### src/rtl/mmc_cmd_pkg.sv
package mmc_cmd_pkg;
  localparam int STAT_W   = 12;
  localparam int STICKY_W = 11;
  localparam int ST_TMO   = 2;
  localparam int ST_RESP  = 6;
  localparam int ST_SENT  = 7;
  localparam int ST_ACT   = 11;
  localparam int CMD_W    = 11;
  localparam int CB_RESP  = 6;
  localparam int CB_LONG  = 7;
  localparam int CB_EN    = 10;
  localparam int NWORD    = 4;

  typedef enum logic [3:0] {
    RA_PWR = 4'd0, RA_CLK = 4'd1, RA_ARG = 4'd2, RA_CMD = 4'd3,
    RA_RIDX = 4'd4, RA_W0 = 4'd5, RA_W1 = 4'd6, RA_W2 = 4'd7,
    RA_W3 = 4'd8, RA_STAT = 4'd9, RA_CLR = 4'd10, RA_MSK0 = 4'd11,
    RA_MSK1 = 4'd12, RA_WAIT = 4'd13
  } reg_addr_e;

  // Reply length acceptable for the requested kind
  function automatic logic len_ok(input logic [4:0] len, input logic want_long);
    return (len == 5'd16) || (len == 5'd4 && !want_long);
  endfunction

  // Response word k from reply bytes; full selects 16-byte storage
  function automatic logic [31:0] rsp_word(input logic [127:0] d, input int k,
                                           input logic full);
    logic [31:0] w;
    w = d[127-32*k -: 32];
    if (!full && k != 0) w = '0;
    if (k == NWORD-1) w[0] = 1'b0;
    return w;
  endfunction
endpackage

### src/rtl/mmc_cmd_launch.sv
module mmc_cmd_launch
  import mmc_cmd_pkg::*;
#(
  parameter int CNT_W = 16
) (
  input  logic             clk,
  input  logic             rst_n,
  input  logic             go,
  input  logic             expect_rsp,
  input  logic             want_long,
  input  logic             rsp_valid,
  input  logic [4:0]       rsp_len,
  input  logic [CNT_W-1:0] limit,
  output logic             active,
  output logic             ev_done,
  output logic             ev_sent,
  output logic             ev_resp,
  output logic             ev_tmo
);
  logic [CNT_W-1:0] cnt_q;
  logic             act_q;
  logic             expired;

  assign active  = act_q;
  assign expired = act_q && !rsp_valid && (cnt_q == limit);
  assign ev_done = act_q && (rsp_valid || cnt_q == limit);
  assign ev_sent = act_q && rsp_valid && !expect_rsp;
  assign ev_resp = act_q && rsp_valid && expect_rsp && len_ok(rsp_len, want_long);
  assign ev_tmo  = expired ||
                   (act_q && rsp_valid && expect_rsp && !len_ok(rsp_len, want_long));

  always_ff @(posedge clk) begin
    if (!rst_n) begin
      act_q <= 1'b0;
      cnt_q <= '0;
    end else if (go && !act_q) begin
      act_q <= 1'b1;
      cnt_q <= '0;
    end else if (ev_done) begin
      act_q <= 1'b0;
    end else if (act_q) begin
      cnt_q <= cnt_q + 1'b1;
    end
  end


  done_drop_chk: assert property (@(posedge clk) disable iff (!rst_n)
    ev_done |=> !active);

  active_hold_chk: assert property (@(posedge clk) disable iff (!rst_n)
    (active && !ev_done) |=> active);

  tmo_limit_chk: assert property (@(posedge clk) disable iff (!rst_n)
    (active && !rsp_valid && cnt_q == limit) |-> ev_tmo);
endmodule

### src/rtl/mmc_rsp_capture.sv
module mmc_rsp_capture
  import mmc_cmd_pkg::*;
(
  input  logic                        clk,
  input  logic                        rst_n,
  input  logic                        ev_resp,
  input  logic [4:0]                  rsp_len,
  input  logic [5:0]                  rsp_index,
  input  logic [127:0]                rsp_data,
  output logic [NWORD-1:0][31:0]      words,
  output logic [5:0]                  ridx
);
  logic full;
  assign full = (rsp_len == 5'd16);

  for (genvar k = 0; k < NWORD; k++) begin : g_word
    logic [31:0] w_q;
    always_ff @(posedge clk) begin
      if (!rst_n)       w_q <= '0;
      else if (ev_resp) w_q <= rsp_word(rsp_data, k, full);
    end
    assign words[k] = w_q;
  end

  always_ff @(posedge clk) begin
    if (!rst_n)       ridx <= '0;
    else if (ev_resp) ridx <= rsp_index;
  end


  short_zero_chk: assert property (@(posedge clk) disable iff (!rst_n)
    (ev_resp && rsp_len == 5'd4) |=> (words[1] == '0 && words[2] == '0 && words[3] == '0));

  words_keep_chk: assert property (@(posedge clk) disable iff (!rst_n)
    !ev_resp |=> $stable(words));
endmodule

### src/rtl/mmc_stat_irq.sv
module mmc_stat_irq
  import mmc_cmd_pkg::*;
#(
  parameter int NIRQ = 2
) (
  input  logic                          clk,
  input  logic                          rst_n,
  input  logic [STICKY_W-1:0]           set_vec,
  input  logic                          clr_we,
  input  logic [31:0]                   clr_val,
  input  logic                          active,
  input  logic [NIRQ-1:0][STAT_W-1:0]   masks,
  output logic [STAT_W-1:0]             status,
  output logic [NIRQ-1:0]               irq
);
  logic [STICKY_W-1:0] sticky_q;
  logic [STICKY_W-1:0] clr_bits;

  assign clr_bits = clr_we ? clr_val[STICKY_W-1:0] : '0;

  always_ff @(posedge clk) begin
    if (!rst_n) sticky_q <= '0;
    else        sticky_q <= (sticky_q & ~clr_bits) | set_vec;
  end

  assign status = {active, sticky_q};

  for (genvar i = 0; i < NIRQ; i++) begin : g_irq
    assign irq[i] = |(status & masks[i]);

    irq_raise_chk: assert property (@(posedge clk) disable iff (!rst_n)
      (|(set_vec & masks[i][STICKY_W-1:0])) |=> irq[i]);
  end


  clr_take_chk: assert property (@(posedge clk) disable iff (!rst_n)
    clr_we |=> ((sticky_q & $past(clr_val[STICKY_W-1:0] & ~set_vec)) == '0));

  sticky_hold_chk: assert property (@(posedge clk) disable iff (!rst_n)
    (!clr_we && set_vec == '0) |=> $stable(sticky_q));
endmodule

### src/rtl/mmc_cmd_engine.sv
module mmc_cmd_engine
  import mmc_cmd_pkg::*;
#(
  parameter int CNT_W    = 16,
  parameter int DEF_WAIT = 32
) (
  input  logic         clk,
  input  logic         rst_n,
  input  logic         wr_en,
  input  logic [3:0]   wr_addr,
  input  logic [31:0]  wr_data,
  input  logic [3:0]   rd_addr,
  output logic [31:0]  rd_data,
  output logic         card_req_valid,
  output logic [5:0]   card_req_index,
  output logic [31:0]  card_req_arg,
  output logic         card_req_long,
  input  logic         card_rsp_valid,
  input  logic [4:0]   card_rsp_len,
  input  logic [5:0]   card_rsp_index,
  input  logic [127:0] card_rsp_data,
  output logic [1:0]   irq
);
  localparam int NIRQ = 2;

  logic [7:0]                    pwr_q, clk_q;
  logic [31:0]                   arg_q;
  logic [CMD_W-1:0]              cmd_q;
  logic [CNT_W-1:0]              wait_q;
  logic [NIRQ-1:0][STAT_W-1:0]   mask_q;
  logic                          active, ev_done, ev_sent, ev_resp, ev_tmo;
  logic                          cmd_we, go, clr_we;
  logic [STICKY_W-1:0]           set_vec;
  logic [NWORD-1:0][31:0]        words;
  logic [5:0]                    ridx;
  logic [STAT_W-1:0]             status;

  assign cmd_we = wr_en && wr_addr == RA_CMD && !active;
  assign go     = cmd_we && wr_data[CB_EN];
  assign clr_we = wr_en && wr_addr == RA_CLR;

  always_ff @(posedge clk) begin
    if (!rst_n) begin
      pwr_q  <= '0;
      clk_q  <= '0;
      arg_q  <= '0;
      cmd_q  <= '0;
      wait_q <= CNT_W'(DEF_WAIT);
      mask_q <= '0;
    end else begin
      if (ev_done) cmd_q[CB_EN] <= 1'b0;
      if (wr_en) begin
        case (wr_addr)
          RA_PWR:  pwr_q     <= wr_data[7:0];
          RA_CLK:  clk_q     <= wr_data[7:0];
          RA_ARG:  arg_q     <= wr_data;
          RA_CMD:  if (!active) cmd_q <= wr_data[CMD_W-1:0];
          RA_MSK0: mask_q[0] <= wr_data[STAT_W-1:0];
          RA_MSK1: mask_q[1] <= wr_data[STAT_W-1:0];
          RA_WAIT: wait_q    <= wr_data[CNT_W-1:0];
          default: ;
        endcase
      end
    end
  end

  mmc_cmd_launch #(.CNT_W(CNT_W)) u_launch (
    .clk(clk), .rst_n(rst_n), .go(go),
    .expect_rsp(cmd_q[CB_RESP]), .want_long(cmd_q[CB_LONG]),
    .rsp_valid(card_rsp_valid), .rsp_len(card_rsp_len), .limit(wait_q),
    .active(active), .ev_done(ev_done), .ev_sent(ev_sent),
    .ev_resp(ev_resp), .ev_tmo(ev_tmo)
  );

  mmc_rsp_capture u_capture (
    .clk(clk), .rst_n(rst_n), .ev_resp(ev_resp), .rsp_len(card_rsp_len),
    .rsp_index(card_rsp_index), .rsp_data(card_rsp_data),
    .words(words), .ridx(ridx)
  );

  always_comb begin
    set_vec          = '0;
    set_vec[ST_TMO]  = ev_tmo;
    set_vec[ST_RESP] = ev_resp;
    set_vec[ST_SENT] = ev_sent;
  end

  mmc_stat_irq #(.NIRQ(NIRQ)) u_stat (
    .clk(clk), .rst_n(rst_n), .set_vec(set_vec), .clr_we(clr_we),
    .clr_val(wr_data), .active(active), .masks(mask_q),
    .status(status), .irq(irq)
  );

  assign card_req_valid = active;
  assign card_req_index = cmd_q[5:0];
  assign card_req_arg   = arg_q;
  assign card_req_long  = cmd_q[CB_LONG];

  always_comb begin
    case (rd_addr)
      RA_PWR:  rd_data = {24'd0, pwr_q};
      RA_CLK:  rd_data = {24'd0, clk_q};
      RA_ARG:  rd_data = arg_q;
      RA_CMD:  rd_data = 32'(cmd_q);
      RA_RIDX: rd_data = 32'(ridx);
      RA_W0:   rd_data = words[0];
      RA_W1:   rd_data = words[1];
      RA_W2:   rd_data = words[2];
      RA_W3:   rd_data = words[3];
      RA_STAT: rd_data = 32'(status);
      RA_MSK0: rd_data = 32'(mask_q[0]);
      RA_MSK1: rd_data = 32'(mask_q[1]);
      RA_WAIT: rd_data = 32'(wait_q);
      default: rd_data = '0;
    endcase
  end


  idx_stable_chk: assert property (@(posedge clk) disable iff (!rst_n)
    (card_req_valid && !ev_done) |=> $stable(card_req_index));

  en_drop_chk: assert property (@(posedge clk) disable iff (!rst_n)
    ev_done |=> !cmd_q[CB_EN]);
endmodule

### config.mk
export PLATFORM = sky130hd
export DESIGN_NAME = mmc_cmd_engine
export DESIGN_NICKNAME = d
export VERILOG_FILES = /design/src/rtl/mmc_cmd_pkg.sv /design/src/rtl/mmc_cmd_launch.sv /design/src/rtl/mmc_rsp_capture.sv /design/src/rtl/mmc_stat_irq.sv /design/src/rtl/mmc_cmd_engine.sv
export SDC_FILE = /design/constraint.sdc
export NUM_CORES = 1
export LEC_CHECK = 0
export CAP_MARGIN = 15
export CORE_MARGIN = 2
export CORE_UTILIZATION = 51
export CTS_CLUSTER_SIZE = 28
export DETAILED_ROUTE_END_ITERATION = 16
export PLACE_DENSITY = 0.9
export SLEW_MARGIN = 20
export SYNTH_ARGS = -nofsm -noshare
export SYNTH_HDL_FRONTEND = slang
export SYNTH_SLANG_ARGS = --single-unit
### constraint.sdc
create_clock -name clk -period 4.3 [get_ports clk]
set_clock_uncertainty 0.15 [all_clocks]
set_input_delay 1.29 -clock clk [delete_from_list [all_inputs] [get_ports clk]]
set_output_delay 1.29 -clock clk [all_outputs]
set_load 0.01 [all_outputs]
# Word-level counts from Yosys, hierarchy flattened
# Index checks and enable logic that the tools add are counted.
# totals
regBits	260
in_bits	183
out_inout_bits	74
word_cells	94
# op_classes
add_sub_neg	1
n_eq_ne	22
n_mux	11
bitwise_logic	8
reduce_logical	36
# op_table
operator	count
one-hot mux 32 bit (13 select lines)	1
2-to-1 mux 32 bit	3
2-to-1 mux 11 bit	4
equality test 4 bit, second input constant	9
AND 12 bit	2
OR reduction 12 bit	2
adder 16 x 1 -> 16 bit, second input constant	1
equality test 16 bit	1
equality test 4 x 2 -> 1 bit, second input constant	4
equality test 4 x 3 -> 1 bit, second input constant	4
logical AND 1 bit	14
AND reduction 2 bit	7
AND 11 bit	1
NOT 11 bit	1
OR 11 x 8 -> 11 bit	1
equality test 4 x 1 -> 1 bit, second input constant	2
zero test 4 bit	2
equality test 5 x 3 -> 1 bit, second input constant	1
equality test 5 bit, second input constant	1
zero test 1 bit	5
logical OR 1 bit	3
2-to-1 mux 1 bit	3
NOT 1 bit	3
AND reduction 3 bit	1
2 further kinds	2

# Longest topological paths before layout
# Gate-level depths: netlist of the first run.
# logic_depth
depth_word	7
ltp_mapped	8
ltp_nobuf	6

# Cells and area by module
# A second synthesis of the first run with hierarchy kept.
# unflattened
hier_cells	1389
area_unflattened_um2	12882.4
# by_module_without_submodules
mod	instances	cells_per_inst	area_each_um2	seq_area_each_um2
mmc_cmd_engine	1	642	5675.4	1981.9
mmc_rsp_capture	1	553	5577.8	2662.6
mmc_cmd_launch	1	133	1086.0	340.3
mmc_stat_irq	1	61	543.0	220.2

# Worst setup path before layout of the first run
# OpenSTA, ideal clock, no wires.
# synth_timing
kind	input port to output port
from	input port rd_addr[2]
to	output port rd_data[5]
t_arrival_ns	2.680
required_time_ns	2.860
path_slack_ns	0.180
path_stages	6
path_buffers	2
cell_sequence	buf_2 buf_1 nor3_1 a222oi_1 and3_1 o21ai_0
# synth_via
elab_chain_cells	2
elab_cells_between_ends	14
classes_between	eq/ne: 12; mux: 1; reduce/logical: 1
# synth_lines
element	line	text
from (decl)	mmc_cmd_engine.sv:12	input logic [3:0] rd_addr,
equality test 4 bit, or another cell as far along	mmc_cmd_engine.sv:100	case (rd_addr)
one-hot mux 32 bit (13 select lines) (*)	mmc_cmd_engine.sv:100	
to (decl)	mmc_cmd_engine.sv:13	output logic [31:0] rd_data,
# Mark *: on every way between the ends. The rest lies on a longest branch, timed or not.

# Worst setup path after layout of the first run
# layout_timing
from	input port rd_addr[2]
to	output port rd_data[6]
# Same word-level chain as after synthesis.

==> key figures, run 1 <==
Floorplanning
  • Overall die height: 157 microns
  • Die outline area: 0.0246 sq mm
  • Initial Utilization: 52.2%
  • Total core area: 0.0228 sq mm
  • I/O pins: 257
  • Width of the chip: 157 microns
  • Standard-cell rows: 55

Synth
  • Distinct cell type count of the synthesized netlist: 54
  • Most used standard cell by instance count after synthesis: sky130_fd_sc_hd__nand2_1
  • Net count of the mapped netlist: 1,592
  • Number of flip-flops and latches in the synthesized netlist: 260
  • Adder-cell area share of the yosys netlist: 0.105%
  • Seq/Total Area, Yosys: 43.8%
  • Share of flip-flops with an asynchronous set or reset: 0%
  • Main combinational cell family by area after synthesis: simple AND/OR/NAND/NOR gates
  • Avg Synthesized Cell Area: 8.45 sq um
  • Commonest cells in the synthesized netlist: sky130_fd_sc_hd__nand2_1, sky130_fd_sc_hd__dfxtp_1, sky130_fd_sc_hd__a21boi_0
  • Number of warnings reported in the yosys synthesis log: 0
  • Portion of synthesized cell area occupied by the leading cell type: 43.8%
  • Flip-flop cell with the highest count after synthesis: sky130_fd_sc_hd__dfxtp_1
  • Gate count of the mapped netlist: 1,408
  • Cell area after technology mapping: 0.0119 sq mm
  • Number of enable-type register cells in the synthesized netlist: 0
  • Synth area leader: sky130_fd_sc_hd__dfxtp_1
  • Complex-gate fraction of the synthesized area: 22.0%
  • XOR/XNOR Fraction of Synth Area: 1.18%
  • Post-synthesis simple-gate area fraction: 23.1%
  • Post-synthesis mux area share: 5.23%
  • Cells taking the most area after synthesis: sky130_fd_sc_hd__dfxtp_1, sky130_fd_sc_hd__a21boi_0, sky130_fd_sc_hd__nand2_1

Critical path
  • Max incr delay on CP: 0.34 ns
  • Buffers plus inverters on the worst setup path: 4
  • Instance count on the critical path: 9
  • Critical path launch point type: primary input
  • Family with the most delay on the worst path: buffers and inverters
  • Data required time at the worst endpoint: 2.86 ns
  • Largest fanout on the critical path: 6
  • Slowest stage cell, crit path: sky130_fd_sc_hd__mux2_2
  • Cell-by-cell trace of the critical path: buf_4, buf_12, buf_6, mux2_2, a22oi_1, nor3_1, nor2_1, nand3_1, buf_2
  • Worst-case reg-to-reg path depth: 6
  • Critical path data arrival time: 2.85 ns
  • Kind of end point of the critical path: output pin
  • Type of the worst setup path: in2out

Global route
  • GRT overflow: 0
  • GRT Overall Usage: 32.5%
  • Maximum number of pins on one net before global-route repair: 171
  • Via count of the first global-routing pass: 11,600
  • Initial antenna violation count: 2
  • Wire length of the first global-routing pass: 63,100 microns

STA
  • Final number of setup-violating endpoints: 0
  • Worst slew margin relative to its limit: 33.5%
  • Unrepaired setup endpoints after global routing: yes
  • Final period utilization: 99.8%
  • Slew @ Worst Pin: 0.987 ns
  • Top achievable clock speed: 233 MHz
  • Crit path time final: 4.29 ns
  • Final TNS setup: 0 ns
  • Setup slack after layout: 0.00913 ns
  • Post-route worst hold slack: 0.317 ns
  • Number of pins with negative max-slew slack in the final report: 0
  • Final-report hold violation count: 0

Finish
  • Final design utilization: 71.2%
  • Area growth, synth to finish: 36.4%
  • Share of cells above drive strength 1: 12.9%
  • Final-layout fill cell count: 1,641
  • Net count, final: 1,822

Job
  • Reported max-cap violation count: 0

Clocking
  • Clock sink count: 260
  • Clock tree from TritonCTS: built
  • Clk buf depth: 3
  • Reg clk slew, reported paths: 0.06 ns
  • TritonCTS Buffers: 28
  • Count of hold-fix buffers inserted at cts: 0
  • Library cell used as clock root buffer: sky130_fd_sc_hd__clkbuf_16
  • Clock latency on the worst-skew pair: 0.54 ns
  • Number of H-tree levels: 1

Min path
  • Hold path depth: 2
  • Path type of the worst min-delay path: reg2reg

Power and ir drop
  • Leak pwr: 0.00558 uW
  • Power density over the cells: 337 mW/mm^2
  • Peak ir drop on the vdd network: 0.310 mV

Placement
  • Number of buffers added on ports: 255
  • Half-perimeter wire length after detailed placement: 27,400 microns
  • Pre-CTS WS: -0.948 ns
  • Final weighted congestion of routability-driven global placement: 0.940

Routing
  • Remaining routing DRC violations: 0
  • Drt wl/cell: 20.9 microns
  • First drt pass iteration count: 6
  • Per-cell via count in the routed design: 6.04
  • Via total after detailed routing: 11,900
  • Drt first-iter violations: 1,199
  • Antenna violation net count after detailed routing: 0
  • Post-detailed-routing wire length: 41,200 microns

Outcome
  • Result of the run: finished clean
[cells by family (layout without fill, tap and decap cells)]
group                    after synthesis  in the layout
AO/OA/AOI/OAI                        352            352
flip-flops                           260            260
XOR/XNOR                              16             16
multiplexers                          59             59
AND/OR/NAND/NOR                      586            586
buffers and inverters                134            385
adder cells (fa/ha/maj)                1              1
other                                  0              2
[sequential cells by signal, summed over array words and instances (netlist names)]
| register | cells |
|---|---|
| clk_q | 8 |
| pwr_q | 8 |
| wait_q | 16 |
| u_stat.sticky_q | 11 |
| u_capture.ridx | 6 |
| card_req_arg | 32 |
| u_launch.active | 1 |
| u_launch.cnt_q | 16 |
| cmd_q | 11 |
| u_capture.g_word.w_q | 127 |
| mask_q | 24 |
[cells in the final DEF (no fill, tap or decap), types with 9 or more instances in the layout]
master,count
sky130_fd_sc_hd__nor2_1,13
sky130_fd_sc_hd__mux2i_1,52
sky130_fd_sc_hd__o21ai_0,13
sky130_fd_sc_hd__nand2_1,312
sky130_fd_sc_hd__nor2b_1,56
sky130_fd_sc_hd__a22o_1,16
sky130_fd_sc_hd__xnor2_1,16
sky130_fd_sc_hd__buf_4,55
sky130_fd_sc_hd__buf_12,15
sky130_fd_sc_hd__clkbuf_16,29
sky130_fd_sc_hd__a21boi_0,181
sky130_fd_sc_hd__buf_2,20
sky130_fd_sc_hd__a21oi_1,26
sky130_fd_sc_hd__clkdlybuf4s50_1,218
sky130_fd_sc_hd__dfxtp_1,260
sky130_fd_sc_hd__buf_6,9
sky130_fd_sc_hd__clkbuf_2,10
sky130_fd_sc_hd__nand3_1,126
sky130_fd_sc_hd__nand4_1,14
sky130_fd_sc_hd__a22oi_1,68
[routing by layer]
| layer | track usage [%] | share of wire (%) | up-vias |
|---|---|---|---|
| met5 | 0 | 0.032 | - |
| met4 | 13.6 | 4.6 | 2 |
| met3 | 8.86 | 11 | 162 |
| met2 | 53.8 | 47 | 716 |
| met1 | 39.9 | 37 | 5637 |
| li1 | - | - | 5415 |
[worst paths after layout]
| check | from | to | slack [ns] |
|---|---|---|---|
| min | u_capture.g_word[2].w_q[17] | u_capture.g_word[2].w_q[17] | 0.32 |
| max | rd_addr[2] | rd_data[6] | 0.009 |
| max reg2reg | cmd_q[7] | u_capture.g_word[1].w_q[7] | 1.72 |
| min reg2reg | u_capture.g_word[2].w_q[17] | u_capture.g_word[2].w_q[17] | 0.32 |
[layout make-up]
type | count | area [sq um] | share of cell area (%)
inverters | 1 | 3.75 | 0.0231
clock buffers | 36 | 792 | 4.88
clock inverters | 15 | 205 | 1.27
multi-input cells | 1014 | 6380 | 39.3
well taps | 313 | 392 | 2.41
flip-flops and latches | 260 | 5200 | 32.1
repair buffers | 333 | 3240 | 20.0
diodes | 2 | 5.00 | 0.0309
[worst reg2reg max path: stages (launching register included)]
cell and delay, ns:
sky130_fd_sc_hd__dfxtp_1 0.47, sky130_fd_sc_hd__nor3b_1 0.09, sky130_fd_sc_hd__o21ai_0 0.78, sky130_fd_sc_hd__nand2b_4 0.33, sky130_fd_sc_hd__buf_12 0.31, sky130_fd_sc_hd__nand2_1 0.18
sky130_fd_sc_hd__a21boi_0 0.19
[where the power goes]
part,internal (uW),switching [uW]
Clock,1590,1000
Sequential,2420,14.2
Combinational,255,178
Total,4270,1200
[metrics by stage]
| stage | instances | instance area (sq um) | total power, uW |
|---|---|---|---|
| floorplan | 1408 | 11900 | 2620 |
| global placement | 1904 | 14900 | 2870 |
| detailed placement | 1904 | 14900 | 2880 |
| CTS | 1972 | 16200 | 5460 |
| global route | 1973 | 16200 | 5600 |
| finish | 1974 | 16200 | 5470 |
[what timing repair did]
item | CTS | global route
endpoints found under the setup margin | 32 | 32
buffers inserted | 18 | 1
resized for setup | 155 | 40
pin swaps | 20 | 9
endpoints found under the hold margin | 0 | 0
gates cloned | 2 | 0
Power figures use the tool's default switching activity.
==> run 2: changes to the inputs <==
Settings changed: SKIP_CTS_REPAIR_TIMING from default to 1.
==> run 2 against run 1 <==
Effect of this change:
- the run now ends with setup timing left
- worst hold slack about the same
- combinational power up 1%
- largest cell class unchanged
- largest power group unchanged
- sequential power about the same
- wire length up 0.85%
- critical path type unchanged
- clock power about the same
- flip-flop and latch count unchanged
- highest routed layer unchanged
- sequential share of layout area down 0.34 points
- critical path depth unchanged
- via count up 1.0%
- die area unchanged
- non-clock buffer count up 11
==> key figures, run 2 (synthesis results as in run 1) <==
Outcome
  • Result of the run: finished with violations
  • Violated checks: setup timing

Clocking
  • Clock sink count: 260 (unchanged)
  • Library cell used as clock root buffer: sky130_fd_sc_hd__clkbuf_16
  • Reg clk slew, reported paths: 0.06 ns (about the same)
  • Clk buf depth: 3 (unchanged)
  • TritonCTS Buffers: 28 (unchanged)
  • Clock tree from TritonCTS: built
  • Clock latency on the worst-skew pair: 0.54 ns (about the same)
  • Number of H-tree levels: 1 (unchanged)

Routing
  • Antenna violation net count after detailed routing: 0 (unchanged)
  • Remaining routing DRC violations: 0 (unchanged)
  • Post-detailed-routing wire length: 41,500 microns (+0.85%)
  • First drt pass iteration count: 8 (+2)
  • Via total after detailed routing: 12,100 (+1.0%)
  • Drt first-iter violations: 1,352 (+13%)
  • Drt wl/cell: 20.9 microns (+0.29%)
  • Per-cell via count in the routed design: 6.07 (+0.49%)

Critical path
  • Library cell appearing most often on the critical path: sky130_fd_sc_hd__buf_6
  • Type of the worst setup path: in2out
  • Kind of end point of the critical path: output pin
  • Cell-by-cell trace of the critical path: buf_6, buf_12, nor4bb_1, buf_6, a22o_1, a221oi_1, and3_1, o21ai_1, clkbuf_2
  • Reg-to-reg critical path endpoint: u_capture.g_word[3].w_q[22]
  • Worst setup path start: rd_addr[2]
  • Slowest stage cell, crit path: sky130_fd_sc_hd__nor4bb_1
  • Largest fanout on the critical path: 7 (+1)
  • Critical path data arrival time: 2.97 ns (+0.12 ns)
  • Data required time at the worst endpoint: 2.86 ns (about the same)
  • Setup slack of the worst register-to-register path: 1.79 ns (+0.07 ns)
  • Buffers plus inverters on the worst setup path: 4 (unchanged)
  • Instance count on the critical path: 9 (unchanged)
  • CP endpoint: rd_data[5]
  • Critical path launch point type: primary input
  • Family with the most delay on the worst path: simple AND/OR/NAND/NOR gates
  • Startpoint of the worst-slack reg-to-reg timing path: cmd_q[7]
  • Worst-case reg-to-reg path depth: 6 (unchanged)
  • Max incr delay on CP: 0.49 ns (+0.15 ns)

Global route
  • Maximum number of pins on one net before global-route repair: 171 (unchanged)
  • Via count of the first global-routing pass: 11,300 (-2.6%)
  • Initial antenna violation count: 2 (unchanged)
  • Wire length of the first global-routing pass: 61,200 microns (-2.9%)
  • GRT overflow: 0 (unchanged)
  • GRT Overall Usage: 31.5% (-1.1 points)

Power and ir drop
  • Power density over the cells: 333 mW/mm^2 (-1.1%)
  • Fraction of power spent switching nets: 21.8% (-0.061 points)
  • Portion of total power attributed to the clock network: 47.5% (about the same)
  • Peak ir drop on the vdd network: 0.318 mV (+2.5%)
  • Internal Dissipation: 4270 uW (about the same)
  • Total power consumption of the routed design: 5470 uW (about the same)
  • Part of the total power dissipated in sequential elements: 44.5% (about the same)
  • Net Switching: 1190 uW (-0.28%)
  • Combinational group share of total power: 8.0% (about the same)
  • Leak pwr: 0.00597 uW (+6.9%)

Finish
  • Flip-flop count of the largest register, all copies and words added: 127 (unchanged)
  • Share of cells above drive strength 1: 11.9% (-0.98 points)
  • Area of the multi-input gates: 0.00632 sq mm (-0.86%)
  • Finished Layout Cells: 1,985 (+0.56%)
  • Net count, final: 1,833 (+0.60%)
  • Sequential cell area in the final layout: 0.00520 sq mm (unchanged)
  • Commonest non-fill, non-tap cells in the layout: sky130_fd_sc_hd__nand2_1, sky130_fd_sc_hd__dfxtp_1, sky130_fd_sc_hd__clkdlybuf4s50_1
  • Largest Register: u_capture.g_word.w_q
  • Final-layout fill cell count: 1,618 (-1.4%)
  • Design Area, Final: 0.0164 sq mm (+1.1%)
  • Area growth, synth to finish: 37.9%
  • Most common cell after layout, fill and taps aside: sky130_fd_sc_hd__nand2_1

STA
  • Post-route worst hold slack: 0.317 ns (-0.000417 ns)
  • Final period utilization: 103% (+2.8 points)
  • Final-report hold violation count: 0 (unchanged)
  • Worst slew margin relative to its limit: 38.5% (+5.0 points)
  • Crit path time final: 4.41 ns (+0.121 ns)
  • Number of pins with negative max-slew slack in the final report: 0 (unchanged)
  • Unrepaired setup endpoints after global routing: yes
  • Top achievable clock speed: 227 MHz (-2.7%)
  • Setup slack after layout: -0.112 ns (-0.121 ns)
  • Slew @ Worst Pin: 0.913 ns (-0.0737 ns)
  • Final number of setup-violating endpoints: 9 (+9)
  • Final TNS setup: -0.570 ns (-0.570 ns)

Floorplanning
  • Standard-cell rows: 55 (unchanged)
  • I/O pins: 257 (unchanged)
  • Initial Utilization: 52.2% (unchanged)
  • Overall die height: 157 microns (unchanged)
  • Width of the chip: 157 microns (unchanged)
  • Total core area: 0.0228 sq mm (unchanged)
  • Die outline area: 0.0246 sq mm (unchanged)

Min path
  • Path type of the worst min-delay path: reg2reg

Placement
  • Placed insts: 1,904 (unchanged)
  • Half-perimeter wire length after detailed placement: 27,400 microns (unchanged)
  • Area post-placement: 0.0149 sq mm (unchanged)
  • Final weighted congestion of routability-driven global placement: 0.940 (unchanged)
  • Number of buffers added on ports: 255 (unchanged)

Job
  • Reported max-cap violation count: 0 (unchanged)
==> run 2: cell count changes in the layout (fill, tap and decap cells not counted), moves of 2 or more <==
cell	delta
sky130_fd_sc_hd__buf_12	-3
sky130_fd_sc_hd__buf_2	-12
sky130_fd_sc_hd__buf_4	+9
sky130_fd_sc_hd__buf_6	+2
sky130_fd_sc_hd__buf_8	+2
sky130_fd_sc_hd__clkbuf_16	+2
sky130_fd_sc_hd__clkbuf_2	-7
sky130_fd_sc_hd__dlymetal6s2s_1	+21
==> run 2: worst min path at each step <==
stage / start / end / slack [ns] / cells past startpoint
3_5_place_dp: u_capture.g_word[1].w_q[25] / u_capture.g_word[1].w_q[25] / 0.31 / 2
6_report: u_capture.g_word[2].w_q[17] / u_capture.g_word[2].w_q[17] / 0.32 / 2
5_1_grt: u_capture.g_word[0].w_q[16] / u_capture.g_word[0].w_q[16] / 0.33 / 2
2_1_floorplan: u_stat.sticky_q[3] / u_stat.sticky_q[3] / 0.28 / 2
4_1_cts: u_capture.g_word[0].w_q[17] / u_capture.g_word[0].w_q[17] / 0.32 / 2
3_3_place_gp: u_capture.g_word[1].w_q[27] / u_capture.g_word[1].w_q[27] / 0.30 / 2
==> run 2: area by class of cell <==
cell class,count,share of cell area [%]
timing repair buffer,344,21.2
sequential,260,31.7
clock inverter,15,1.25
inverter,1,0.0229
tap,313,2.39
antenna,2,0.0305
clock buffer,36,4.83
multi-input combinational,1014,38.6
==> run 2: stage by stage <==
stage / setup WS, ns / util, %
global route: -0.149 / 72.0
detailed placement: -0.948 / 65.6
floorplan: 0.180 / -
global placement: -0.853 / 65.6
CTS: -0.944 / 70.0
finish: -0.112 / 72.0
==> run 2: power groups by stage <==
| stage | Sequential, uW | Clock (uW) | Combinational [uW] |
|---|---|---|---|
| floorplan | 2480 | 0 | 136 |
| global placement | 2490 | 0 | 387 |
| detailed placement | 2490 | 0 | 391 |
| CTS | 2430 | 2610 | 393 |
| global route | 2430 | 2700 | 456 |
| finish | 2430 | 2590 | 438 |
==> run 2: layer usage <==
layer	track usage (%)	routed length [microns]	up-vias
li1	-	-	5440
met1	39.1	15600	5696
met4	11.8	1930	2
met2	52.1	19500	755
met3	8.61	4520	164
met5	0	13	-
==> run 2: worst min-delay path: cells and delay by family (launching register included) <==
family	cells	cell delay (ns)
flip-flops	1	0.31
AO/OA/AOI/OAI	1	0.06
AND/OR/NAND/NOR	1	0.05
